[config.mk]
export PLATFORM = sky130hd
export DESIGN_NAME = iso_ssplit_seq
export DESIGN_NICKNAME = d
export VERILOG_FILES = /design/src/rtl/iso_ssplit_pkg.sv /design/src/rtl/iso_ssplit_ctrl.sv /design/src/rtl/iso_ssplit_dp.sv /design/src/rtl/iso_ssplit_seq.sv
export SDC_FILE = /design/constraint.sdc
export NUM_CORES = 1
export LEC_CHECK = 0
export CORE_AREA = 4 4 56 58
export CTS_CLUSTER_DIAMETER = 60
export DETAILED_ROUTE_END_ITERATION = 7
export DIE_AREA = 0 0 60 62
export DONT_BUFFER_PORTS = 1
export MAX_ROUTING_LAYER = met4
export PLACE_DENSITY = 0.73
export SYNTH_ARGS = -nofsm -noshare
export SYNTH_HDL_FRONTEND = slang
export SYNTH_SLANG_ARGS = --single-unit
[constraint.sdc]
create_clock -name clk -period 2.6 [get_ports clk]
set_input_delay 0 -clock clk [delete_from_list [all_inputs] [get_ports clk]]
set_output_delay 0 -clock clk [all_outputs]
set_load 0.05 [all_outputs]
[src/rtl/iso_ssplit_pkg.sv]
package iso_ssplit_pkg;

  typedef enum logic [1:0] {
    POS_ALL   = 2'd0,
    POS_BEGIN = 2'd1,
    POS_MID   = 2'd2,
    POS_END   = 2'd3
  } posCode_t;

  typedef struct packed {
    logic capture;  // a micro-frame view is present
    logic issue;    // emit a start-split now
    logic skip;     // selected slot lost to a hold-off
    logic last;     // this start-split is the final one
  } ctrlStrobe_t;

endpackage

[src/rtl/iso_ssplit_ctrl.sv]
module iso_ssplit_ctrl #(
  parameter int UF_N  = 8,
  parameter int UF_W  = $clog2(UF_N)
) (
  input  logic                          frameValid,
  input  logic [UF_W-1:0]               uframeIdx,
  input  logic                          holdOff,
  input  logic                          inActive,
  input  logic [UF_N-1:0]               inMask,
  input  logic                          countNonZero,
  input  logic                          countIsOne,
  output iso_ssplit_pkg::ctrlStrobe_t   strb
);

  logic slotSelected;

  always_comb begin
    slotSelected = frameValid && inActive && countNonZero && inMask[uframeIdx];
    strb.capture = frameValid;
    strb.issue   = slotSelected && !holdOff;
    strb.skip    = slotSelected && holdOff;
    strb.last    = countIsOne;
  end

endmodule

[src/rtl/iso_ssplit_dp.sv]
module iso_ssplit_dp #(
  parameter int BYTE_W    = 10,
  parameter int CNT_W     = 3,
  parameter int MAX_CHUNK = 188
) (
  input  logic                          clk,
  input  logic                          rstN,
  input  iso_ssplit_pkg::ctrlStrobe_t   strb,
  input  logic                          inActive,
  input  logic [CNT_W-1:0]              inCount,
  input  logic [1:0]                    inPos,
  input  logic [BYTE_W-1:0]             inBytes,
  output logic                          ssIssue,
  output logic [BYTE_W-1:0]             ssBytes,
  output logic [1:0]                    ssPos,
  output logic                          skipErr,
  output logic                          wbValid,
  output logic                          wbActive,
  output logic [CNT_W-1:0]              wbCount,
  output logic [1:0]                    wbPos,
  output logic [BYTE_W-1:0]             wbBytes
);
  import iso_ssplit_pkg::*;

  localparam logic [BYTE_W-1:0] CHUNK_LIM = BYTE_W'(MAX_CHUNK);
  localparam logic [CNT_W-1:0]  ONE_CNT   = CNT_W'(1);

  logic [BYTE_W-1:0] chunkLen;
  posCode_t          curPos;
  posCode_t          emitPos;
  posCode_t          nextPos;
  logic [CNT_W-1:0]  nextCount;

  always_comb begin
    curPos    = posCode_t'(inPos);
    chunkLen  = (inBytes > CHUNK_LIM) ? CHUNK_LIM : inBytes;
    nextCount = inCount - ONE_CNT;
    if (strb.last)
      emitPos = (curPos == POS_ALL) ? POS_ALL : POS_END;
    else
      emitPos = curPos;
    nextPos = (nextCount == ONE_CNT) ? POS_END : POS_MID;
  end

  always_ff @(posedge clk) begin
    if (!rstN) begin
      ssIssue  <= 1'b0;
      ssBytes  <= '0;
      ssPos    <= POS_ALL;
      skipErr  <= 1'b0;
      wbValid  <= 1'b0;
      wbActive <= 1'b0;
      wbCount  <= '0;
      wbPos    <= POS_ALL;
      wbBytes  <= '0;
    end else begin
      wbValid <= strb.capture;
      ssIssue <= strb.issue;
      skipErr <= strb.skip;
      if (strb.issue) begin
        ssBytes  <= chunkLen;
        ssPos    <= emitPos;
        wbCount  <= nextCount;
        wbBytes  <= inBytes - chunkLen;
        wbActive <= !strb.last;
        wbPos    <= strb.last ? emitPos : nextPos;
      end else begin
        ssBytes <= '0;
        ssPos   <= POS_ALL;
        if (strb.capture) begin
          wbActive <= inActive;
          wbCount  <= inCount;
          wbPos    <= inPos;
          wbBytes  <= inBytes;
        end
      end
    end
  end

endmodule

[src/rtl/iso_ssplit_seq.sv]
module iso_ssplit_seq #(
  parameter int UF_N      = 8,
  parameter int BYTE_W    = 10,
  parameter int CNT_W     = 3,
  parameter int MAX_CHUNK = 188,
  parameter int UF_W      = $clog2(UF_N)
) (
  input  logic              clk,
  input  logic              rstN,
  input  logic              frameValid,
  input  logic [UF_W-1:0]   uframeIdx,
  input  logic              holdOff,
  input  logic              inActive,
  input  logic [UF_N-1:0]   inMask,
  input  logic [CNT_W-1:0]  inCount,
  input  logic [1:0]        inPos,
  input  logic [BYTE_W-1:0] inBytes,
  output logic              ssIssue,
  output logic [BYTE_W-1:0] ssBytes,
  output logic [1:0]        ssPos,
  output logic              skipErr,
  output logic              wbValid,
  output logic              wbActive,
  output logic [CNT_W-1:0]  wbCount,
  output logic [1:0]        wbPos,
  output logic [BYTE_W-1:0] wbBytes
);

  iso_ssplit_pkg::ctrlStrobe_t strb;
  logic countNonZero;
  logic countIsOne;

  assign countNonZero = (inCount != '0);
  assign countIsOne   = (inCount == CNT_W'(1));

  iso_ssplit_ctrl #(.UF_N(UF_N), .UF_W(UF_W)) u_ctrl (
    .frameValid  (frameValid),
    .uframeIdx   (uframeIdx),
    .holdOff     (holdOff),
    .inActive    (inActive),
    .inMask      (inMask),
    .countNonZero(countNonZero),
    .countIsOne  (countIsOne),
    .strb        (strb)
  );

  iso_ssplit_dp #(.BYTE_W(BYTE_W), .CNT_W(CNT_W), .MAX_CHUNK(MAX_CHUNK)) u_dp (
    .clk     (clk),
    .rstN    (rstN),
    .strb    (strb),
    .inActive(inActive),
    .inCount (inCount),
    .inPos   (inPos),
    .inBytes (inBytes),
    .ssIssue (ssIssue),
    .ssBytes (ssBytes),
    .ssPos   (ssPos),
    .skipErr (skipErr),
    .wbValid (wbValid),
    .wbActive(wbActive),
    .wbCount (wbCount),
    .wbPos   (wbPos),
    .wbBytes (wbBytes)
  );

endmodule

Word-level counts from Yosys, hierarchy flattened
Cells that the tools add are included.
Operators by class
  $add $sub $neg: 2
  magnitude comparators: 2
  equal/unequal tests: 2
  muxes and demuxes: 15
  reductions and logical operators: 11
Operators by type and width (count)
  10-bit 2-to-1 mux: 3
  10-bit by 8-bit greater-than comparator with 1-bit output (second input constant): 1
  2-bit 2-to-1 mux: 5
  10-bit subtractor: 1
  3-bit by 1-bit == test with 1-bit output (second input constant): 2
  3-bit 2-to-1 mux: 2
  1-bit logical AND: 5
  3-bit by 4-bit less-than comparator with 1-bit output (second input constant): 1
  1-bit 2-to-1 mux: 4
  1-bit binary-select mux with 3-bit select: 1
  3-bit nonzero test: 1
  3-bit by 1-bit subtractor with 3-bit output (second input constant): 1
  1-bit logical NOT: 2
  2-bit logical NOT: 1
  2-bit AND reduction: 1
  2-bit nonzero test: 1
Storage, ports and cells
  register bits: 31
  input port bits: 31
  output and inout port bits: 31
  logic and storage cells: 41

Longest topological paths before layout
  depth after elaboration: 5
  gate-level depth with buffers: 11

Modules after synthesis
Synthesis repeated with hierarchy kept, for this count alone.
Second synthesis, totals
  cells, all modules: 183
  area, all modules: 1611.5 µm²
Modules (own cells, without submodules)
  iso_ssplit_dp: times used 1, cells an instance 166, area each 1482.7 µm², sequential area each 620.6 µm²
  iso_ssplit_ctrl: times used 1, cells an instance 15, area each 115.1 µm², sequential area each 0.0 µm²
  iso_ssplit_seq: times used 1, cells an instance 2, area each 13.8 µm², sequential area each 0.0 µm²

Worst setup path before layout
Ideal clock, no wire load.
  kind: in2reg
  start: input inBytes[6]
  end: register u_dp.wbBytes[8]
  arrival time: 2.075 ns
  slack: 0.449 ns
  stages on the path: 11
  path buffers: 1
  cells stage by stage: clkbuf_1 nor2_1 nor2b_1 nor3_1 nand2b_1 ha_1 nor4_1 a311o_1 nor2_1 or4_1 a31oi_1
On the way
  longest elaborated chain between the ends: 4
Ends and longest elaborated chain
  start: declaration: RTL line iso_ssplit_seq.sv:17  | input logic [BYTE_W-1:0] inBytes,
  10-bit by 8-bit greater-than comparator with 1-bit output: RTL line iso_ssplit_dp.sv:36  | chunkLen = (inBytes > CHUNK_LIM) ? CHUNK_LIM : inBytes;
  10-bit 2-to-1 mux: RTL line iso_ssplit_dp.sv:36
  10-bit subtractor *: RTL line iso_ssplit_dp.sv:64  | wbBytes <= inBytes - chunkLen;
  10-bit 2-to-1 mux *: RTL line iso_ssplit_dp.sv:60  | if (strb.issue) begin
  end signal: assignment: RTL line iso_ssplit_dp.sv:64
  end signal: assignment: RTL line iso_ssplit_dp.sv:74  | wbBytes <= inBytes;
  end: declaration: RTL line iso_ssplit_dp.sv:21  | output logic [BYTE_W-1:0] wbBytes
Every way passes the cells marked *; elsewhere a longest branch is shown, timed or not.
A chain may end at the register's enable or synchronous reset.

Final worst setup path
  start: input inBytes[8]
  end: register u_dp.wbBytes[2]
On the way
  longest elaborated chain between the ends: 4
Ends and longest elaborated chain (RTL line)
  10-bit by 8-bit greater-than comparator with 1-bit output: iso_ssplit_dp.sv:36
  10-bit 2-to-1 mux: iso_ssplit_dp.sv:36
  10-bit subtractor: iso_ssplit_dp.sv:64
  10-bit 2-to-1 mux: iso_ssplit_dp.sv:60
No other way between the ends.

==> results.sh <==
export IMPL_tightestPinTransition_ns=0.8607
export IMPL_multi_input_area_um2=864.6
export IMPL_register_area_um2=620.6
export IMPL_ys_seq_area_share_pct=40.56
export IMPL_crit_chain="dlygate4sd3_1, nor3_2, nand2b_1, ha_1, nor2_1, a311o_1, a21oi_1, a21o_1, a31oi_1, dlygate4sd3_1"
export IMPL_setup_viol_count_final=0
export IMPL_cp_max_fo=8
export IMPL_ir_worst_vdd_mv=0.5171
export IMPL_post_place_ws_ns=0.09540
export IMPL_synth_flop_cell="dfxtp_1"
export IMPL_reg2reg_from="u_dp.wbCount[0]"
export IMPL_clockRootBuffer="clkbuf_4"
export IMPL_crit_path_end_kind="register"
export IMPL_viasPerCell=6.546
export IMPL_hpwl_um=2883
export IMPL_power_density_mw_per_mm2=587.1
export IMPL_synth_top_area_share_pct=40.56
export IMPL_grt_pass1_wl_um=7127
export IMPL_maxSlewViolCount=0
export IMPL_track_usage_pct=26.38
export IMPL_postRouteAntennaNets=0
export IMPL_hp_start="inBytes[6]"
export IMPL_synthMuxAreaShare_pct=4.088
export IMPL_max_slew_margin_pct=42.43
export IMPL_port_buffers=0
export IMPL_gp_congestion=0.8894
export IMPL_io_pins=62
export IMPL_synth_top_family_by_area="simple AND/OR/NAND/NOR gates"
export IMPL_synthAdderAreaFrac_pct=4.088
export IMPL_antenna_found_initial=0
export IMPL_p_leak_nw=0.8038
export IMPL_yosys_area_share_simple_pct=24.86
export IMPL_fillerInstances=220
export IMPL_min_path_type="in2reg"
export IMPL_start_util_pct=57.47
export IMPL_period_minus_slack_ns=2.510
export IMPL_synth_cells=176
export IMPL_core_mm2=0.002663
export IMPL_drive_gt1_share_pct=8.134
export IMPL_synthArstFlopShare_pct=0
export IMPL_cts_setup_buffers=0
export IMPL_maxCapViolCount=0
export IMPL_clk_pin_slew_ns=0.09
export IMPL_overflow=0
export IMPL_max_clock_path_buffers=2
export IMPL_grt_pass1_vias=1563
export IMPL_layout_nets=244
export IMPL_die_h_um=62
export IMPL_die_w_um=60
export IMPL_path_class="in2reg"
export IMPL_setup_slack_ns=0.09025
export IMPL_synthToLayoutAreaGrowth_pct=27.31
export IMPL_grt_max_degree=21
export IMPL_synth_seq_cells=31
export IMPL_synth_edf_count=0
export IMPL_cts_sinks=31
export IMPL_htree_num_levels=2
export IMPL_min_period_over_period_pct=96.53
export IMPL_skew_ns=0
export IMPL_first_iter_violations=103
export IMPL_hold_violations=0
export IMPL_status="finished, final reports clean"
export IMPL_placed_cells=202
export IMPL_cp_data_required_time_ns=2.82
export IMPL_diodes=0
export IMPL_yosysTopAreaCell="dfxtp_1"
export IMPL_syn_area_mm2=0.001530
export IMPL_max_stage_delay_ns=0.65
export IMPL_drc=0
export IMPL_first_pass_iters=4
export IMPL_wl_per_cell_um=19.11
export IMPL_clk_latency_ns=0.33
export IMPL_cts_tree="yes"
export IMPL_crit_top_cell="dlygate4sd3_1"
export IMPL_wl_um=4587
export IMPL_arrival_ns=2.73
export IMPL_finish_cell_count_without_fillers=240
export IMPL_netlist_top_cells_area="dfxtp_1 (41%), a21oi_1 (4.6%), nor2_1 (4.4%)"
export IMPL_synth_warnings=0
export IMPL_yosysUniqueCellTypes=48
export IMPL_max_freq_mhz=398.4
export IMPL_die_area_mm2=0.003720
export IMPL_vias=1571
export IMPL_synth_xor_area_share_pct=0
export IMPL_crit_start="inBytes[8]"
export IMPL_rsz0062_at_grt="yes"
export IMPL_fp_row_count=19
export IMPL_critPathLaunchType="input port"
export IMPL_cts_made_buffers=5
export IMPL_cp_slowest_cell="dlygate4sd3_1"
export IMPL_syn_avg_cell_area_um2=8.694
export IMPL_synth_compound_area_share_pct=21.67
-- placed cells by master (no fill, tap or decap), drive strengths merged, types with 3 or more instances in the layout --
cell	n
a31oi	5
mux2i	4
nor2b	5
clkinv	3
a211oi	3
ha	5
nor4	4
nand2b	3
a21oi	14
nor3	4
nand2	10
and3	6
conb	3
o21ai	7
clkbuf	6
dfxtp	31
or4	4
dlygate4sd3	30
inv	6
nand3	6
nor2	18
o311ai	3
-- sequential cells by signal (all words and copies together) (netlist names) --
name and cells:
u_dp.ssBytes 10, u_dp.wbBytes 10, u_dp.wbCount 3, u_dp.ssPos 2, u_dp.wbPos 2, u_dp.skipErr 1
u_dp.ssIssue 1, u_dp.wbActive 1, u_dp.wbValid 1
-- synthesized netlist by cell type (all sizes together), types with 2 or more instances --
library cell and count:
inv 6, clkinv 2, nor2b 5, clkbuf 5, ha 5, nand2 10
or4 4, buf 2, a211oi 3, dfxtp 31, and3 6, nor3 4
a2bb2oi 2, mux2i 4, a31oi 5, o31a 2, nor2 18, a21oi 14
mux2 2, nand3 6, o21ai 7, nand4 2, nor4 4, o221ai 2
o311ai 3, nand2b 3, conb 2, and4 2
-- repair_timing --
action / in CTS / in global routing
gates resized for setup: 0 / 3
endpoints found under the setup margin: 0 / 2
hold buffers: 28 / 2
endpoints found under the hold margin: 27 / 2
-- report_power, final --
| group | switching, mW | internal (mW) | leakage (nW) |
|---|---|---|---|
| clock network | 0.170 | 0.227 | 0.0482 |
| logic | 0.0811 | 0.0779 | 0.501 |
| registers | 0.0912 | 0.497 | 0.254 |
-- cells by family after synthesis --
family	after synthesis
simple gates	69
compound gates	48
flops	31
buf+inv	15
mux	6
fa+ha+maj	5
other cells	2
-- cell type report --
class                           instances  area share (%)
Tap cell                               31           1.991
Clock buffer                            6           2.633
Multi-Input combinational cell        131           44.38
Sequential cell                        31           31.86
Inverter                                8           1.541
Timing Repair Buffer                   31           15.80
Clock inverter                          2           1.798
-- worst paths after layout --
path                                        end  slack (ns)  cells after the start
worst max register to register  u_dp.wbCount[0]        0.73                      5
worst min register to register  u_dp.wbBytes[8]        0.78                      2
worst min-delay path            u_dp.ssBytes[3]        0.01                      2
worst max-delay path            u_dp.wbBytes[2]        0.09                     10
-- critical path, delay by kind of cell --
| kind | cells | cell delay [ns] |
|---|---|---|
| simple gates | 3 | 0.48 |
| compound gates | 4 | 0.79 |
| fa+ha+maj | 1 | 0.21 |
| buf+inv | 2 | 1.24 |
-- metrics by stage --
step	instance area (µm²)	hold slack (ns)	setup TNS, ns	power [mW]	util [%]
after floorplan	1534	0.1174	0	0.6879	-
after global placement	1545	0.1141	0	0.6988	58.04
after detailed placement	1545	0.1116	0	0.7033	58.04
after CTS	1912	0.005552	0	1.138	71.80
after global routing	1948	0.006433	-0.01414	1.193	73.17
final	1948	0.01363	0	1.144	73.17
-- metal layers --
metal	global-route usage, %	part of all wire, %	vias to the layer above
li1	-	-	723
met1	27.63	37	736
met2	45.83	51	95
met3	8.678	10	17
met4	10.44	2.1	0
met5	-	0	-
Power figures use the tool's default switching activity.
